==> src/rtl/adc_scan_pkg.sv <==
package adc_scan_pkg;
  typedef enum logic [2:0] {
    ST_IDLE,
    ST_CONV,
    ST_SHIFT,
    ST_GAP,
    ST_ACQ
  } scan_st_e;
endpackage

==> src/rtl/adc_scan_timer.sv <==
// Loadable down-counter; holds at zero until reloaded.
module adc_scan_timer #(
  parameter int CNT_W = 8
) (
  input  logic             clk,
  input  logic             rst_n,
  input  logic             load_i,
  input  logic [CNT_W-1:0] load_val_i,
  output logic             zero_o
);
  logic [CNT_W-1:0] cnt_q, cnt_d;
  logic             cnt_en;

  always_comb begin
    cnt_en = load_i || (cnt_q != '0);
    cnt_d  = load_i ? load_val_i : cnt_q - 1'b1;
  end

  always_ff @(posedge clk or negedge rst_n) begin
    if (!rst_n)      cnt_q <= '0;
    else if (cnt_en) cnt_q <= cnt_d;
  end

  assign zero_o = (cnt_q == '0);
endmodule

==> src/rtl/adc_scan_shifter.sv <==
// Serial capture register plus a count of serial-clock falls per word.
module adc_scan_shifter #(
  parameter int WORD_BITS   = 16,
  parameter bit SAMPLE_FALL = 1'b0
) (
  input  logic                 clk,
  input  logic                 rst_n,
  input  logic                 clr_i,
  input  logic                 cap_i,
  input  logic                 fall_i,
  input  logic                 din_i,
  output logic [WORD_BITS-1:0] word_o,
  output logic                 last_o
);
  localparam int FC_W = $clog2(WORD_BITS + 1);

  logic [WORD_BITS-1:0] sh_q, sh_d;
  logic [FC_W-1:0]      fall_q, fall_d;
  logic                 fall_en;

  always_comb begin
    sh_d    = {sh_q[WORD_BITS-2:0], din_i};
    fall_en = clr_i || fall_i;
    fall_d  = clr_i ? '0 : fall_q + 1'b1;
  end

  always_ff @(posedge clk or negedge rst_n) begin
    if (!rst_n)     sh_q <= '0;
    else if (cap_i) sh_q <= sh_d;
  end

  always_ff @(posedge clk or negedge rst_n) begin
    if (!rst_n)       fall_q <= '0;
    else if (fall_en) fall_q <= fall_d;
  end

  assign last_o = (fall_q == FC_W'(WORD_BITS - 1));

  // With falling-edge capture the final bit arrives in the same cycle
  // as the last fall, so the word is taken from the shift input.
  generate
    if (SAMPLE_FALL) begin : g_fall
      assign word_o = sh_d;
    end else begin : g_rise
      assign word_o = sh_q;
    end
  endgenerate
endmodule

==> src/rtl/adc_scan_ctrl.sv <==
module adc_scan_ctrl
  import adc_scan_pkg::*;
#(
  parameter int N_DEV       = 3,
  parameter int WORD_BITS   = 16,
  parameter int CONV_CLKS   = 20,
  parameter int HALF_CLKS   = 2,
  parameter int ACQ_CLKS    = 6,
  parameter bit SAMPLE_FALL = 1'b0,
  localparam int IDX_W      = (N_DEV > 1) ? $clog2(N_DEV) : 1
) (
  input  logic                 clk,
  input  logic                 rst_n,
  input  logic                 trig_i,
  input  logic                 sdo_i,
  output logic                 cnv_o,
  output logic                 sck_o,
  output logic [N_DEV-1:0]     sel_n_o,
  output logic [WORD_BITS-1:0] word_o,
  output logic [IDX_W-1:0]     word_idx_o,
  output logic                 word_vld_o,
  output logic                 busy_o
);
  localparam int MAX_A = (CONV_CLKS > ACQ_CLKS) ? CONV_CLKS : ACQ_CLKS;
  localparam int MAX_T = (MAX_A > HALF_CLKS) ? MAX_A : HALF_CLKS;
  localparam int TMR_W = $clog2(MAX_T + 1);

  scan_st_e             st_q, st_d;
  logic [IDX_W-1:0]     dev_q, dev_d;
  logic                 sck_q, sck_d;
  logic                 vld_q;
  logic [WORD_BITS-1:0] word_q;
  logic [IDX_W-1:0]     idx_q;

  logic                 t_load, t_zero;
  logic [TMR_W-1:0]     t_val;
  logic                 sh_clr, sh_cap, sh_fall, sh_last;
  logic [WORD_BITS-1:0] sh_word;
  logic                 out_ld;

  adc_scan_timer #(.CNT_W(TMR_W)) tmr_i (
    .clk        (clk),
    .rst_n      (rst_n),
    .load_i     (t_load),
    .load_val_i (t_val),
    .zero_o     (t_zero)
  );

  adc_scan_shifter #(.WORD_BITS(WORD_BITS), .SAMPLE_FALL(SAMPLE_FALL)) shf_i (
    .clk    (clk),
    .rst_n  (rst_n),
    .clr_i  (sh_clr),
    .cap_i  (sh_cap),
    .fall_i (sh_fall),
    .din_i  (sdo_i),
    .word_o (sh_word),
    .last_o (sh_last)
  );

  // Next-state logic
  always_comb begin
    st_d    = st_q;
    dev_d   = dev_q;
    sck_d   = sck_q;
    t_load  = 1'b0;
    t_val   = TMR_W'(HALF_CLKS - 1);
    sh_clr  = 1'b0;
    sh_cap  = 1'b0;
    sh_fall = 1'b0;
    out_ld  = 1'b0;
    unique case (st_q)
      ST_IDLE: begin
        if (trig_i) begin
          st_d   = ST_CONV;
          t_load = 1'b1;
          t_val  = TMR_W'(CONV_CLKS - 1);
          dev_d  = '0;
        end
      end
      ST_CONV: begin
        if (t_zero) begin
          st_d   = ST_SHIFT;
          t_load = 1'b1;
          sh_clr = 1'b1;
          sck_d  = 1'b0;
        end
      end
      ST_SHIFT: begin
        if (t_zero) begin
          t_load = 1'b1;
          if (!sck_q) begin
            sck_d  = 1'b1;
            sh_cap = !SAMPLE_FALL;
          end else begin
            sck_d   = 1'b0;
            sh_cap  = SAMPLE_FALL;
            sh_fall = 1'b1;
            if (sh_last) begin
              out_ld = 1'b1;
              if (dev_q == IDX_W'(N_DEV - 1)) begin
                st_d  = ST_ACQ;
                t_val = TMR_W'(ACQ_CLKS - 1);
              end else begin
                st_d  = ST_GAP;
                dev_d = dev_q + 1'b1;
              end
            end
          end
        end
      end
      ST_GAP: begin
        if (t_zero) begin
          st_d   = ST_SHIFT;
          t_load = 1'b1;
          sh_clr = 1'b1;
        end
      end
      ST_ACQ: begin
        if (t_zero) st_d = ST_IDLE;
      end
      default: st_d = ST_IDLE;
    endcase
  end

  // State registers
  always_ff @(posedge clk or negedge rst_n) begin
    if (!rst_n) begin
      st_q  <= ST_IDLE;
      dev_q <= '0;
      sck_q <= 1'b0;
      vld_q <= 1'b0;
    end else begin
      st_q  <= st_d;
      dev_q <= dev_d;
      sck_q <= sck_d;
      vld_q <= out_ld;
    end
  end

  always_ff @(posedge clk or negedge rst_n) begin
    if (!rst_n) begin
      word_q <= '0;
      idx_q  <= '0;
    end else if (out_ld) begin
      word_q <= sh_word;
      idx_q  <= dev_q;
    end
  end

  // Outputs
  assign cnv_o      = (st_q == ST_CONV) || (st_q == ST_SHIFT) || (st_q == ST_GAP);
  assign busy_o     = cnv_o;
  assign sck_o      = sck_q;
  assign word_o     = word_q;
  assign word_idx_o = idx_q;
  assign word_vld_o = vld_q;

  generate
    for (genvar g = 0; g < N_DEV; g++) begin : g_sel
      assign sel_n_o[g] = !((st_q == ST_SHIFT) && (dev_q == IDX_W'(g)));
    end
  endgenerate
endmodule

==> config.mk <==
export PLATFORM = sky130hd
export DESIGN_NAME = adc_scan_ctrl
export DESIGN_NICKNAME = d
export VERILOG_FILES = /design/src/rtl/adc_scan_pkg.sv /design/src/rtl/adc_scan_timer.sv /design/src/rtl/adc_scan_shifter.sv /design/src/rtl/adc_scan_ctrl.sv
export SDC_FILE = /design/constraint.sdc
export NUM_CORES = 1
export LEC_CHECK = 0
export BUFFER_PORTS_ARGS = -buffer_cell sky130_fd_sc_hd__buf_4
export CAP_MARGIN = 20
export CELL_PAD_IN_SITES_DETAIL_PLACEMENT = 2
export CELL_PAD_IN_SITES_GLOBAL_PLACEMENT = 2
export CORE_MARGIN = 2
export CORE_UTILIZATION = 36
export DETAILED_ROUTE_END_ITERATION = 6
export PLACE_DENSITY_LB_ADDON = 0.15
export SETUP_SLACK_MARGIN = 0.02
export SLEW_MARGIN = 30
export SYNTH_ARGS = -nofsm -noshare
export SYNTH_HDL_FRONTEND = slang
export SYNTH_SLANG_ARGS = --single-unit
==> constraint.sdc <==
create_clock -name clk -period 2 [get_ports clk]
set_input_delay 0.6 -clock clk [delete_from_list [all_inputs] [get_ports clk]]
set_output_delay 0.6 -clock clk [all_outputs]
set_load 0.05 [all_outputs]
After elaboration in Yosys (flattened, before gate mapping)
Cells that the tools add are included.
{"block": "word_totals", "regBits": 51, "output_inout_bits": 25}
{"block": "classes", "n_eq_ne": 15, "muxes": 39, "n_addsub": 3, "reduce_logical": 21}
{"cell": "2-to-1 mux 3 bit", "count": 11}
{"cell": "2-to-1 mux 1 bit", "count": 15}
{"cell": "2-to-1 mux 5 bit", "count": 3}
{"cell": "!= test 2 bit (second input constant)", "count": 7}
{"cell": "one-hot mux 3 bit (4 select lines)", "count": 1}
{"cell": "AND reduction 6 bit", "count": 2}
{"cell": "2-to-1 mux 2 bit", "count": 5}
{"cell": "one-hot mux 5 bit (2 select lines)", "count": 1}
{"cell": "equality test 3 x 2 -> 1 bit (second input constant)", "count": 2}
{"cell": "adder 5 x 1 -> 5 bit (second input constant)", "count": 1}
{"cell": "equality test 5 x 4 -> 1 bit (second input constant)", "count": 1}
{"cell": "logical NOT 5 bit", "count": 1}
{"cell": "nonzero test 5 bit", "count": 1}
{"cell": "subtractor 5 x 1 -> 5 bit (second input constant)", "count": 1}
{"cell": "logical OR 1 bit", "count": 4}
{"cell": "one-hot mux 1 bit (2 select lines)", "count": 2}
{"cell": "one-hot mux 2 bit (2 select lines)", "count": 1}
{"cell": "nonzero test 2 bit", "count": 2}
{"cell": "equality test 3 x 1 -> 1 bit (second input constant)", "count": 1}
{"cell": "equality test 3 bit (second input constant)", "count": 1}
{"cell": "logical AND 1 bit", "count": 3}
{"cell": "logical NOT 1 bit", "count": 3}
{"cell": "logical NOT 3 bit", "count": 1}
{"cell": "AND reduction 3 bit", "count": 1}
{"cell": "other kinds (7)", "count": 7}

Longest topological paths before layout
Gate-level depths: netlist (run 1).
{"block": "depth", "ltp_word": 7, "mapped_depth": 7, "ltp_nobuf": 6}

Modules after synthesis
From an unflattened synthesis (run 1), not the netlist that was laid out.
{"block": "hier_totals", "cells_unflattened": 186, "hier_area_um2": 2427.3}
{"mod": "adc_scan_ctrl", "cells_per_inst": 102, "instances": 1, "area_per_inst_um2": 1239.9}
{"mod": "adc_scan_shifter", "cells_per_inst": 57, "instances": 1, "area_per_inst_um2": 908.4}
{"mod": "adc_scan_timer", "cells_per_inst": 27, "instances": 1, "area_per_inst_um2": 279.0}

Worst setup path before layout (run 1)
Ideal clock, no wire load.
{"block": "synth_path", "path_kind": "reg-to-reg", "from": "register tmr_i.cnt_q[0]", "to": "register word_q[10], in the netlist word_o[10]", "setup_slack_ps": -188, "setup_ps": 125, "synth_period_minus_slack_ps": 2188, "stages_incl_launch_ff": 8, "arrival_ps": 2063, "n_path_buf": 2, "path_cell_list": "dfrtp_1 > inv_1 > ha_1 > or4b_1 > buf_4 > nor3_4 > buf_12 > mux2_4"}
{"block": "synth_between", "elab_chain_cells": 3}
{"element": "from (decl)", "line": "adc_scan_timer.sv:11", "source": "logic [CNT_W-1:0] cnt_q, cnt_d;"}
{"element": "from (signal assigned)", "line": "adc_scan_timer.sv:21", "source": "else if (cnt_en) cnt_q <= cnt_d;"}
{"element": "logical NOT 5 bit", "line": "adc_scan_timer.sv:24", "source": "assign zero_o = (cnt_q == '0);"}
{"element": "2-to-1 mux 1 bit", "line": "adc_scan_ctrl.sv:89", "source": "if (t_zero) begin"}
{"element": "2-to-1 mux 1 bit", "line": "adc_scan_ctrl.sv:71", "source": "unique case (st_q)"}
{"element": "net out_ld", "line": "adc_scan_ctrl.sv:39", "source": "logic out_ld;"}
{"element": "to (signal assigned)", "line": "adc_scan_ctrl.sv:145", "source": "word_q <= sh_word;"}
{"element": "to (decl)", "line": "adc_scan_ctrl.sv:32", "source": "logic [WORD_BITS-1:0] word_q;"}
The timed path passes the listed nets, and every way through them passes these cells.
A chain may end at the register's enable or synchronous reset.

Final worst setup path (run 1)
{"block": "layout_path", "from": "register tmr_i.cnt_q[1]", "to": "register word_q[15], in the netlist word_o[15]"}
{"block": "layout_between", "elab_chain_cells": 3}
{"element": "logical NOT 5 bit", "line": "adc_scan_timer.sv:24"}
{"element": "2-to-1 mux 1 bit", "line": "adc_scan_ctrl.sv:89"}
{"element": "2-to-1 mux 1 bit", "line": "adc_scan_ctrl.sv:71"}
No other way between the ends.

==> results of run 1 <==
## worst paths after layout
kind	from	to	slack, ns	depth (start not counted)
worst max-delay path	tmr_i.cnt_q[1]	word_o[15]	-0.09	7
worst min register to register	shf_i.fall_q[4]	shf_i.fall_q[4]	0.51	1
max in group asynchronous	rst_n	dev_q[0]	1.21	1
min in group clk	shf_i.fall_q[4]	shf_i.fall_q[4]	0.51	1
worst max register to register	tmr_i.cnt_q[1]	word_o[15]	-0.09	7
worst min-delay path	rst_n	word_o[11]	0.31	1
## flip-flops by register name (all words and copies together), names as in the netlist
signal,flops
shf_i.word_o,16
word_o,16
shf_i.fall_q,5
tmr_i.cnt_q,5
st_q,3
dev_q,2
word_idx_o,2
sck_o,1
word_vld_o,1
## metrics by stage
step / total power, mW / util (%) / TNS [ns] / setup WS [ns]
after floorplan: 1.857 / - / -4.026 / -0.1819
after global placement: 2.207 / 43.54 / -1.712 / -0.09006
after detailed placement: 2.251 / 43.54 / -4.239 / -0.1626
after CTS: 3.154 / 47.34 / -0.1018 / -0.02221
after global routing: 3.509 / 52.10 / -3.969 / -0.1390
final: 3.331 / 52.10 / -2.054 / -0.08693
## logic make-up after synthesis
| kind of cell | count (synthesis) | synth area share (%) |
|---|---|---|
| AOI/OAI and AO/OA | 23 | 7.205 |
| xor gates and xnor gates | 2 | 0.7528 |
| adders and majority gates | 6 | 3.226 |
| buffers and inverters | 15 | 3.763 |
| DFF | 51 | 54.84 |
| muxes | 35 | 18.33 |
| and+or+nand+nor | 41 | 11.88 |
## layout make-up
class	count	area [um^2]
repair buffers	64	639.4
clock inverters	3	46.29
clock buffers	5	68.82
well taps	77	96.34
multi-input cells	107	1139
fillers	606	3024
flip-flops and latches	51	1277
inverters	6	22.52
## power by group through the flow
stage / registers [mW] / clock network (mW) / logic, mW
after CTS: 1.25 / 0.782 / 1.12
after floorplan: 1.28 / 0 / 0.579
after detailed placement: 1.26 / 0 / 0.986
final: 1.27 / 0.757 / 1.31
after global placement: 1.26 / 0 / 0.950
after global routing: 1.28 / 0.814 / 1.41
## cells in the mapped netlist (2+ instances only)
master | instances | area share [%]
a211o_1 | 2 | 0.75
a21oi_1 | 2 | 0.43
a31oi_1 | 2 | 0.54
and3_1 | 2 | 0.54
buf_4 | 2 | 0.64
clkbuf_1 | 5 | 0.81
dfrtp_1 | 51 | 55
ha_1 | 6 | 3.2
inv_1 | 6 | 0.97
mux2_2 | 25 | 12
mux2_4 | 9 | 5.8
nand2_1 | 10 | 1.6
nand3_1 | 3 | 0.64
nor3_1 | 4 | 0.86
nor3_4 | 2 | 1.4
nor3b_1 | 4 | 1.3
o211ai_1 | 5 | 1.6
o21ai_0 | 4 | 0.86
or3_1 | 2 | 0.54
or3b_2 | 3 | 1.1
or4b_1 | 2 | 0.86
xor2_1 | 2 | 0.75
## layer usage
| layer | global-route usage, % | vias up |
|---|---|---|
| li1 | - | 753 |
| met3 | 3.343 | 6 |
| met5 | 0 | - |
| met4 | 5.195 | 0 |
| met2 | 28.14 | 23 |
| met1 | 21.16 | 886 |
## repair_timing
action                                  CTS  global route
hold endpoints to repair                  0             0
gates cloned                              0             3
hold buffers                              0             0
endpoints found under the setup margin   43            45
pin swaps                                 3             6
gates resized for setup                  24            30
setup buffers                             5            10
==> flow_summary.json, run 1 <==
{
  "ys_types": 42,
  "antenna_found_initial": 0,
  "p_seq_share_pct": 38.0,
  "clockRootBuffer": "clkbuf_8",
  "io_pins": 29,
  "clk_path_buf_depth": 2,
  "m1WireLength_mm": 3.044,
  "core_mm2": 0.006314,
  "topRoutingLayerUsed": "met4",
  "die_h_um": 84.40,
  "holdWs_ns": 0.3136,
  "synth-edff-count": 0,
  "netlist_instances": 173,
  "ys_ff_latch": 51,
  "die-area_mm2": 0.007123,
  "irDropWorstVdd_v": 0.0004673,
  "initial_core_util_pct": 36.86,
  "wl_met2_mm": 3.624,
  "placementRows": 29,
  "num_vias": 1668,
  "cts_tree": "built",
  "path_class": "register to register",
  "drv_cap": 0,
  "wire_per_inst_um": 22.02,
  "arrival_ns": 2.29,
  "switchingPower_mw": 1.187,
  "drt_iter0_drc": 46,
  "final_common_cell": "dfrtp_1",
  "drt_pass1_iterations": 4,
  "cp.buffers_inverters": 3,
  "avgSynthCellArea_um2": 13.45,
  "max_stage_delay_ns": 0.53,
  "grt_max_degree": 52,
  "violations": "negative setup slack",
  "finalHoldViolCount": 0,
  "grt_pass1_vias": 1779,
  "sw_frac_of_total_pct": 35.65,
  "fin_cells": 313,
  "final-setup-viol-count": 35,
  "place.gp.congestion": 0.8017,
  "crit_chain": "inv_2 -> ha_4 -> or4b_4 -> nor3_4 -> buf_12 -> clkbuf_16 -> mux2_4",
  "crit_family": "simple AND/OR/NAND/NOR gates",
  "rsz0062_at_grt": "true",
  "clkSlewWorstSetupHoldPaths_ns": 0.10,
  "ys_seq_area_share_pct": 54.84,
  "vias_per_cell": 5.329,
  "grt_remaining_overflow": 0,
  "p_per_area_mw_per_mm2": 1013,
  "drc_errors": 0,
  "worstMarginPinSlew_ns": 0.6597,
  "die_x_um": 84.40,
  "synth.net_count": 183,
  "synthFlopType": "dfrtp_1",
  "max_clock_freq_mhz": 479.2,
  "synth_area_mm2": 0.002327,
  "hold_class": "input pin to async pin",
  "grtUsageTotal_pct": 16.49,
  "period_needed_ns": 2.087,
  "status": "finished, violations left",
  "layout.nets": 245,
  "final_area_mm2": 0.003289,
  "critical_path.max_fanout": 7,
  "startpoint_type": "register",
  "p_leak_nw": 1.599,
  "critPathCaptureType": "register",
  "dp.cells": 287,
  "fin_crit_sh_pct": 104.3,
  "fin_skew_ns": 0.009425,
  "setup_ws_ns": -0.08693,
  "layout_common_cells": "50 x dfrtp_1, 45 x buf_4, 34 x mux2_4, 10 x nand2_1, 9 x buf_6",
  "placed_cell_area_mm2": 0.002749,
  "yosysWarnings": 0,
  "place.detailed.hpwl_mm": 3.736,
  "grt_pass1_wl_mm": 9.197,
  "cts.sinks": 51,
  "met3_length_um": 151,
  "syn2layout_area_growth_pct": 41.34,
  "clk_latency_ns": 0.31,
  "numCtsBuffers": 5,
  "portBuffers": 28,
  "internal_power_mw": 2.144,
  "num_antenna_cells": 0,
  "pwr-share-comb_pct": 39.3,
  "crit_required_ns": 2.20,
  "drv_slew": 0,
  "routed_wl_mm": 6.892,
  "drive_gt1_share_pct": 53.81,
  "p_clk_share_pct": 22.7,
  "async_reset_ff_share_pct": 100.0,
  "cpMaxStageDelayCell": "or4b_4",
  "cts_max_level": 2,
  "slew_headroom_pct": 56.02,
  "ant_nets": 0
}
Note: power is estimated with default switching activity, not from simulation.
==> run 2: changes to the inputs <==
- CORE_MARGIN: 2 -> unset
- TNS_END_PERCENT: unset -> 10
==> flow_summary.json, run 2 (synthesis gave the netlist of run 1 again) <==
{
  "critPathCaptureType": "register",
  "die_h_um": 82.40,
  "holdWs_ns": 0.3212,
  "worstMarginPinSlew_ns": 0.6477,
  "grt_max_degree": 52,
  "drv_cap": 0,
  "rsz0062_at_grt": "true",
  "place.detailed.hpwl_mm": 3.888,
  "crit_required_ns": 2.19,
  "grt_pass1_vias": 1772,
  "layout.nets": 236,
  "io_pins": 29,
  "multi_input_area_mm2": 0.001047,
  "path_class": "register to register",
  "cts_tree": "built",
  "clk_latency_ns": 0.30,
  "startpoint_type": "register",
  "die-area_mm2": 0.006790,
  "nFillCells": 604,
  "arrival_ns": 2.24,
  "setup_ws_ns": -0.05168,
  "clockRootBuffer": "clkbuf_8",
  "slew_headroom_pct": 56.82,
  "num_vias": 1593,
  "final_common_cell": "dfrtp_1",
  "place.gp.congestion": 0.8119,
  "portBuffers": 28,
  "final-setup-viol-count": 19,
  "ant_nets": 0,
  "die_x_um": 82.40,
  "vias_per_cell": 5.275,
  "p_leak_nw": 1.482,
  "drt_iter0_drc": 44,
  "finalSetupTns_ns": -0.4355,
  "cts_hold_buf": 0,
  "grt_pass1_wl_mm": 8.763,
  "place_ws_ns": -0.1864,
  "antenna_found_initial": 0,
  "grtUsageTotal_pct": 17.55,
  "drive_gt1_share_pct": 49.78,
  "numCtsBuffers": 5,
  "drc_errors": 0,
  "fin_cells": 302,
  "violations": "negative setup slack",
  "fin_crit_sh_pct": 102.6,
  "register_area_mm2": 0.001276,
  "period_needed_ns": 2.052,
  "grt_remaining_overflow": 0,
  "clkSlewWorstSetupHoldPaths_ns": 0.09,
  "syn2layout_area_growth_pct": 31.34,
  "hold_class": "input pin to async pin",
  "drt_pass1_iterations": 4,
  "critical_path.max_fanout": 7,
  "irDropWorstVdd_v": 0.0006066,
  "num_antenna_cells": 0,
  "core_mm2": 0.006061,
  "clk_path_buf_depth": 2,
  "finalHoldViolCount": 0,
  "cts.sinks": 51,
  "routed_wl_mm": 5.722,
  "power_mw": 3.092,
  "status": "finished, violations left",
  "cts_max_level": 2,
  "placementRows": 28,
  "initial_core_util_pct": 38.40,
  "layout_common_cells": "51 x dfrtp_1, 41 x buf_4, 18 x mux2_4, 16 x mux2_2, 10 x nand2_1",
  "dp.cells": 285,
  "rrSetupSlack_ns": -0.05,
  "wire_per_inst_um": 18.95,
  "max_clock_freq_mhz": 487.4,
  "p_per_area_mw_per_mm2": 1012,
  "drv_slew": 0,
  "fin_skew_ns": 0.005468
}
-- run 2: report_power, final --
group          internal [mW]  total (mW)  switching, mW
registers               1.14        1.25          0.103
logic                  0.506        1.13          0.628
clock network          0.373       0.713          0.340
-- run 2: layer usage --
metal,GRT usage (%),wire length [um]
met5,0,0
met4,5.088,65
met3,3.626,142
met2,32.56,3118
met1,20.12,2397
-- run 2: stage by stage --
stage                     utilization (%)  instance area [um^2]
after detailed placement            45.02                  2729
after CTS                           48.27                  2925
after floorplan                         -                  2330
final                               50.43                  3057
after global routing                50.43                  3057
after global placement              45.02                  2729
-- run 2: worst max-delay path, cell delays in order, from the launching register on --
cell	delay (ns)
dfrtp_1	0.39
ha_1	0.18
and3_1	0.21
ha_2	0.24
nand2_1	0.11
nor3_4	0.20
buf_4	0.16
clkbuf_16	0.15
mux2_4	0.30
-- run 2: area by class of cell --
type                    instances  area share (%)
flip-flops and latches         51           41.75
multi-input cells             107           34.26
repair buffers                 55           16.50
well taps                      75           3.070
clock buffers                   5           2.251
clock inverters                 3           1.433
inverters                       6          0.7368
-- run 2: final timing paths --
| path | startpoint | cells after the start | to |
|---|---|---|---|
| setup reg to reg | shf_i.fall_q[1] | 8 | word_o[15] |
| setup / recovery | shf_i.fall_q[1] | 8 | word_o[15] |
| max in group asynchronous | rst_n | 1 | dev_q[0] |
| hold reg to reg | shf_i.fall_q[4] | 1 | shf_i.fall_q[4] |
| min in group clk | shf_i.fall_q[4] | 1 | shf_i.fall_q[4] |
| hold / removal | rst_n | 1 | word_o[14] |
-- run 2: what timing repair did --
item / in CTS / in global routing
buffers inserted: 4 / 4
pin swaps: 1 / 1
cloned: 0 / 1
gates resized for setup: 15 / 19
setup endpoints to repair: 45 / 43
